[src/rtl/agc_pkg.sv]
package agc_pkg;
  typedef enum logic [1:0] {
    DIR_HOLD = 2'd0,
    DIR_UP   = 2'd1,
    DIR_DN   = 2'd2
  } agc_dir_t;
endpackage

[src/rtl/agc_compare.sv]
module agc_compare
  import agc_pkg::*;
#(
  parameter int LEVEL_W = 16
) (
  input  logic [LEVEL_W-1:0] level_i,
  input  logic [LEVEL_W-1:0] ref_i,
  input  logic [LEVEL_W-1:0] deadband_i,
  output agc_dir_t           dir_o
);
  localparam int EXT_W = LEVEL_W + 1;

  logic [EXT_W-1:0] hi_lim;
  logic [EXT_W-1:0] lvl_plus_db;
  logic             above, below;

  assign hi_lim      = {1'b0, ref_i} + {1'b0, deadband_i};
  assign lvl_plus_db = {1'b0, level_i} + {1'b0, deadband_i};
  assign above       = {1'b0, level_i} > hi_lim;
  assign below       = lvl_plus_db < {1'b0, ref_i};

  always_comb begin
    if (above)      dir_o = DIR_UP;
    else if (below) dir_o = DIR_DN;
    else            dir_o = DIR_HOLD;
  end
endmodule

[src/rtl/agc_divider.sv]
module agc_divider #(
  parameter int DIV_W = 8
) (
  input  logic             clk_i,
  input  logic             rst_ni,
  input  logic             vld_i,
  input  logic [DIV_W-1:0] div_i,
  output logic             tick_o
);
  logic [DIV_W-1:0] cnt_q;

  // >= so a lowered divisor fires on the next sample
  assign tick_o = vld_i && (cnt_q >= div_i);

  always_ff @(posedge clk_i or negedge rst_ni) begin
    if (!rst_ni)     cnt_q <= '0;
    else if (tick_o) cnt_q <= '0;
    else if (vld_i)  cnt_q <= cnt_q + 1'b1;
  end


  tick_clr_chk: assert property (@(posedge clk_i) disable iff (!rst_ni)
    tick_o |=> cnt_q == '0);

  idle_cnt_chk: assert property (@(posedge clk_i) disable iff (!rst_ni)
    !vld_i |=> $stable(cnt_q));
endmodule

[src/rtl/agc_code_ctr.sv]
module agc_code_ctr
  import agc_pkg::*;
#(
  parameter int CODE_W    = 8,
  parameter int CODE_MAX  = 239,
  parameter int INIT_CODE = 120
) (
  input  logic              clk_i,
  input  logic              rst_ni,
  input  logic              step_i,
  input  agc_dir_t          dir_i,
  output logic [CODE_W-1:0] code_o,
  output logic              at_max_o,
  output logic              at_min_o
);
  localparam logic [CODE_W-1:0] MAX_C  = CODE_W'(CODE_MAX);
  localparam logic [CODE_W-1:0] INIT_C = CODE_W'(INIT_CODE);

  logic [CODE_W-1:0] code_q;

  assign at_max_o = (code_q == MAX_C);
  assign at_min_o = (code_q == '0);
  assign code_o   = code_q;

  always_ff @(posedge clk_i or negedge rst_ni) begin
    if (!rst_ni) begin
      code_q <= INIT_C;
    end else if (step_i) begin
      if (dir_i == DIR_UP && !at_max_o)      code_q <= code_q + 1'b1;
      else if (dir_i == DIR_DN && !at_min_o) code_q <= code_q - 1'b1;
    end
  end


  code_max_chk: assert property (@(posedge clk_i) disable iff (!rst_ni)
    code_q <= MAX_C);

  code_hold_chk: assert property (@(posedge clk_i) disable iff (!rst_ni)
    !step_i |=> $stable(code_q));

  code_up_chk: assert property (@(posedge clk_i) disable iff (!rst_ni)
    step_i && dir_i == DIR_UP && code_q < MAX_C |=> code_q == $past(code_q) + 1'b1);

  code_floor_chk: assert property (@(posedge clk_i) disable iff (!rst_ni)
    step_i && dir_i == DIR_DN && code_q == '0 |=> code_q == '0);
endmodule

[src/rtl/agc_loop_ctrl.sv]
module agc_loop_ctrl
  import agc_pkg::*;
#(
  parameter int LEVEL_W    = 16,
  parameter int DIV_W      = 8,
  parameter int CODE_W     = 8,
  parameter int MUTE_START = 240,
  parameter int INIT_CODE  = 120
) (
  input  logic               clk_i,
  input  logic               rst_ni,
  input  logic               level_vld_i,
  input  logic [LEVEL_W-1:0] level_i,
  input  logic [LEVEL_W-1:0] ref_i,
  input  logic [LEVEL_W-1:0] deadband_i,
  input  logic [DIV_W-1:0]   div_i,
  output logic [CODE_W-1:0]  atten_o,
  output logic               stop_hi_o,
  output logic               stop_lo_o
);
  localparam int CODE_MAX = MUTE_START - 1;

  agc_dir_t dir;
  logic     tick;

  agc_compare #(.LEVEL_W(LEVEL_W)) u_cmp (
    .level_i    (level_i),
    .ref_i      (ref_i),
    .deadband_i (deadband_i),
    .dir_o      (dir)
  );

  agc_divider #(.DIV_W(DIV_W)) u_div (
    .clk_i  (clk_i),
    .rst_ni (rst_ni),
    .vld_i  (level_vld_i),
    .div_i  (div_i),
    .tick_o (tick)
  );

  agc_code_ctr #(
    .CODE_W    (CODE_W),
    .CODE_MAX  (CODE_MAX),
    .INIT_CODE (INIT_CODE)
  ) u_ctr (
    .clk_i    (clk_i),
    .rst_ni   (rst_ni),
    .step_i   (tick),
    .dir_i    (dir),
    .code_o   (atten_o),
    .at_max_o (stop_hi_o),
    .at_min_o (stop_lo_o)
  );


  stop_excl_chk: assert property (@(posedge clk_i) disable iff (!rst_ni)
    !(stop_hi_o && stop_lo_o));

  window_hold_chk: assert property (@(posedge clk_i) disable iff (!rst_ni)
    tick && dir == DIR_HOLD |=> $stable(atten_o));

  down_step_chk: assert property (@(posedge clk_i) disable iff (!rst_ni)
    tick && level_i < ref_i && dir == DIR_DN && !stop_lo_o
      |=> atten_o == $past(atten_o) - 1'b1);
endmodule

[config.mk]
export PLATFORM = sky130hd
export DESIGN_NAME = agc_loop_ctrl
export DESIGN_NICKNAME = d
export VERILOG_FILES = /design/src/rtl/agc_pkg.sv /design/src/rtl/agc_compare.sv /design/src/rtl/agc_divider.sv /design/src/rtl/agc_code_ctr.sv /design/src/rtl/agc_loop_ctrl.sv
export SDC_FILE = /design/constraint.sdc
export NUM_CORES = 1
export LEC_CHECK = 0
export CORE_ASPECT_RATIO = 0.75
export CORE_MARGIN = 1.5
export CORE_UTILIZATION = 53
export CTS_CLUSTER_SIZE = 20
export DETAILED_ROUTE_END_ITERATION = 7
export PLACE_DENSITY = 0.82
export SLEW_MARGIN = 5
export SYNTH_ARGS = -nofsm -noshare
export SYNTH_HDL_FRONTEND = slang
export SYNTH_SLANG_ARGS = --single-unit
[constraint.sdc]
create_clock -name clk_i -period 4.3 [get_ports clk_i]
set_clock_uncertainty 0.2 [all_clocks]
set_input_delay 1.29 -clock clk_i [delete_from_list [all_inputs] [get_ports clk_i]]
set_output_delay 1.29 -clock clk_i [all_outputs]
set_load 0.01 [all_outputs]
==> metrics.csv <==
metric,value,unit
outcome,"finished, violations left",
violations,"design-rule violations, negative setup slack",
cts_max_level,1,
port_buffers,68,
clock-sinks,16,
cts_made_buffers,3,
dieArea,6830,µm²
drv_cap,0,
final_nets,752,
crit_family,compound AO/OA/AOI/OAI gates,
synth-compound-area-share,25.9,%
p_per_area,398,nW/µm²
r2r_setup_slack,0.81,ns
netlist_top_cells_area,"ha_1 (28%), dfrtp_1 (8.9%), a21oi_1 (6.0%)",
hold_buffers,0,
synth_mux_area_share,0.931,%
syn_area,3360,µm²
ys_types,56,
stdcell_area,5530,µm²
synth_commonest_cells,"ha_1 (75), a21oi_1 (40), inv_1 (40)",
clkSlewWorstSetupHoldPaths,0.08,ns
synth-simple-area-share,18.2,%
cpPeakStageDelay,0.41,ns
path_buf_inv,4,
final.min_clock_period,6.75,ns
cp.arrival,6.74,ns
post-dp-hpwl,8820,µm
synth_top_family_by_area,adder cells,
post-route-drc-count,241,
clockBufferDepth,2,
dr.pass1.iters,8,
path_class,in -> reg,
vias_per_cell,7.39,
start_util,56.2,%
synth_seq_cells,16,
crit_path_frequent_cell,a21oi_2,
ys.warnings.count,0,
yosysMostFrequentCell,ha_1,
setup_viol,8,
total_power,2.20,mW
ant_nets,0,
worst_setup_path_start_kind,input pin,
io_pins,69,
drv_slew,0,
required,4.29,ns
final_hold_viol_count,0,
layout_setup_ws,-2.45,ns
ys.flop_type,dfrtp_1,
place_area,4950,µm²
worstPathMaxFanout,4,
syn-num-nets,553,
dr_total_vias,5136,
clkLatencyLatePin,0.27,ns
grt_pass1_wl,23700,µm
synthToLayoutAreaGrowth,64.7,%
syn_area_per_cell,8.06,µm²
synth_top_area_share,27.9,%
synth_cells,417,
p_leak,2.70,nW
synth_xor_xnor_area_share,9.12,%
end_kind,register,
fillers,193,
core-area,5980,µm²
drt_iter0_markers,1189,
fmax,148,MHz
grt_usage,45.5,%
peakVddDrop,253,µV
worst_pin_slew,0.873,ns
clk_root_buffer_cell,clkbuf_8,
yosysTopAreaCell,ha_1,
hold_class,reg -> reg,
async_reset_ff_share,100,%
rsz0062_at_grt,yes,
maxSlewHeadroom,41.6,%
grt_max_degree,17,
num_rows,24,
routedWlPerCell,28.1,µm
grt_pass1_vias,4735,
yosysSeqAreaShare,12.1,%
drt-total-wl,19500,µm
synthAdderAreaFrac,29.1,%
globalRouteOverflowTotal,0,
fin_util,92.6,%
fp.dieH,72.0,µm
slowest_stage,ha_1,
antenna_found_initial,4,
die_x,94.9,µm
synth_edf_count,0,
fin_crit_sh,157,%
drive_above_1_share,34.8,%
gp_congestion,0.930,
cts_tree,yes,
[per-stage QoR]
| stage | setup TNS (ns) | setup slack [ns] | cells | hold WS, ns |
|---|---|---|---|---|
| 6_report | -16.96 | -2.45 | 695 | 0.378 |
| 4_1_cts | -8.05 | -1.32 | 683 | 0.344 |
| 5_1_grt | -19.74 | -2.92 | 695 | 0.404 |
| 3_5_place_dp | -15.62 | -2.17 | 662 | 0.314 |
| 2_1_floorplan | -8.28 | -1.46 | 417 | 0.297 |
| 3_3_place_gp | -14.80 | -1.97 | 662 | 0.298 |
[sequential cells by signal, summed over array words and instances, names as in the netlist]
signal,cells
u_ctr.code_o,8
u_div.cnt_q,8
[cell usage in the layout (no fill, tap or decap), types with 3 or more instances in the layout]
cell             netlist  routed
buf_4                  0     123
ha_1                  75      62
clkdlybuf4s50_1        0      46
inv_1                 40      40
a21oi_1               40      29
nand2_1               31      26
nor2_1                22      20
xnor2_1               21      18
a21o_1                16      16
nand3_1               17      15
xor2_1                14      14
dlygate4sd2_1          0      14
o21ai_0               16      12
dfrtp_1               12      12
ha_4                   0      11
a21oi_2                0      10
nor3_1                 8       7
a211o_1                7       7
o21a_1                 7       7
nand2b_1               6       6
buf_6                  0       6
a31oi_1                5       4
and3_1                 4       4
and4_1                 6       4
nor2b_1                6       4
o21ai_1                3       4
clkbuf_8               0       4
dfstp_2                4       4
o21ai_2                1       3
nand2_2                0       3
xnor2_2                0       3
o21bai_1               3       3
o22ai_1                3       3
[worst paths after layout]
check                                             from                          end  depth (start not counted)
max in group asynchronous                       rst_ni   u_div.cnt_q[2]$_DFFE_PN0P_                          1
max reg2reg                u_ctr.code_o[1]$_DFFE_PN0P_  u_ctr.code_o[7]$_DFFE_PN0P_                         12
min in group asynchronous                       rst_ni  u_ctr.code_o[1]$_DFFE_PN0P_                          1
min                         u_div.cnt_q[1]$_DFFE_PN0P_   u_div.cnt_q[1]$_DFFE_PN0P_                          2
max                                           ref_i[1]  u_ctr.code_o[4]$_DFFE_PN1P_                         25
min reg2reg                 u_div.cnt_q[1]$_DFFE_PN0P_   u_div.cnt_q[1]$_DFFE_PN0P_                          2
[power by group]
group	switching, mW	internal (mW)	total (mW)	leakage [nW]
Combinational	0.872	0.805	1.68	2.48
Sequential	0.152	0.226	0.378	0.190
Clock	0.0660	0.0817	0.148	0.0288
Total	1.09	1.11	2.20	2.70
[logic make-up (layout without fill, tap and decap cells)]
group	count (synthesis)	in the layout
adders and majority gates	77	77
DFF	16	16
muxes	3	3
buffers and inverters	42	240
xor gates and xnor gates	35	35
and+or+nand+nor	119	119
AOI/OAI and AO/OA	125	125
other	0	2
[tightest hold or removal path, cell delays in order (launching register included)]
cell     delay (ns)
dfrtp_1        0.42
inv_1          0.06
o21ai_0        0.06
[layer usage]
layer,vias to the layer above,GRT usage (%),part of all wire [%]
li1,1938,-,-
met4,6,30.0,12
met5,-,0,0.39
met1,2198,50.0,32
met2,672,72.9,39
met3,322,17.9,17
[repair_timing]
action / 4_1_cts / 5_1_grt
setup endpoints to repair: 8 / 8
setup buffers: 17 / 11
pin swaps: 58 / 23
resized for setup: 84 / 27
gates cloned: 0 / 0
[area by class of cell]
type / count / area (µm²) / area share (%)
Clock buffer: 4 / 55.1 / 0.995
Inverter: 40 / 150 / 2.71
Timing Repair Buffer: 196 / 1630 / 29.5
Tap cell: 78 / 97.6 / 1.76
Antenna cell: 2 / 5.00 / 0.0905
Multi-Input combinational cell: 359 / 3190 / 57.6
Sequential cell: 16 / 405 / 7.33
(Power assumes the default switching activity.)
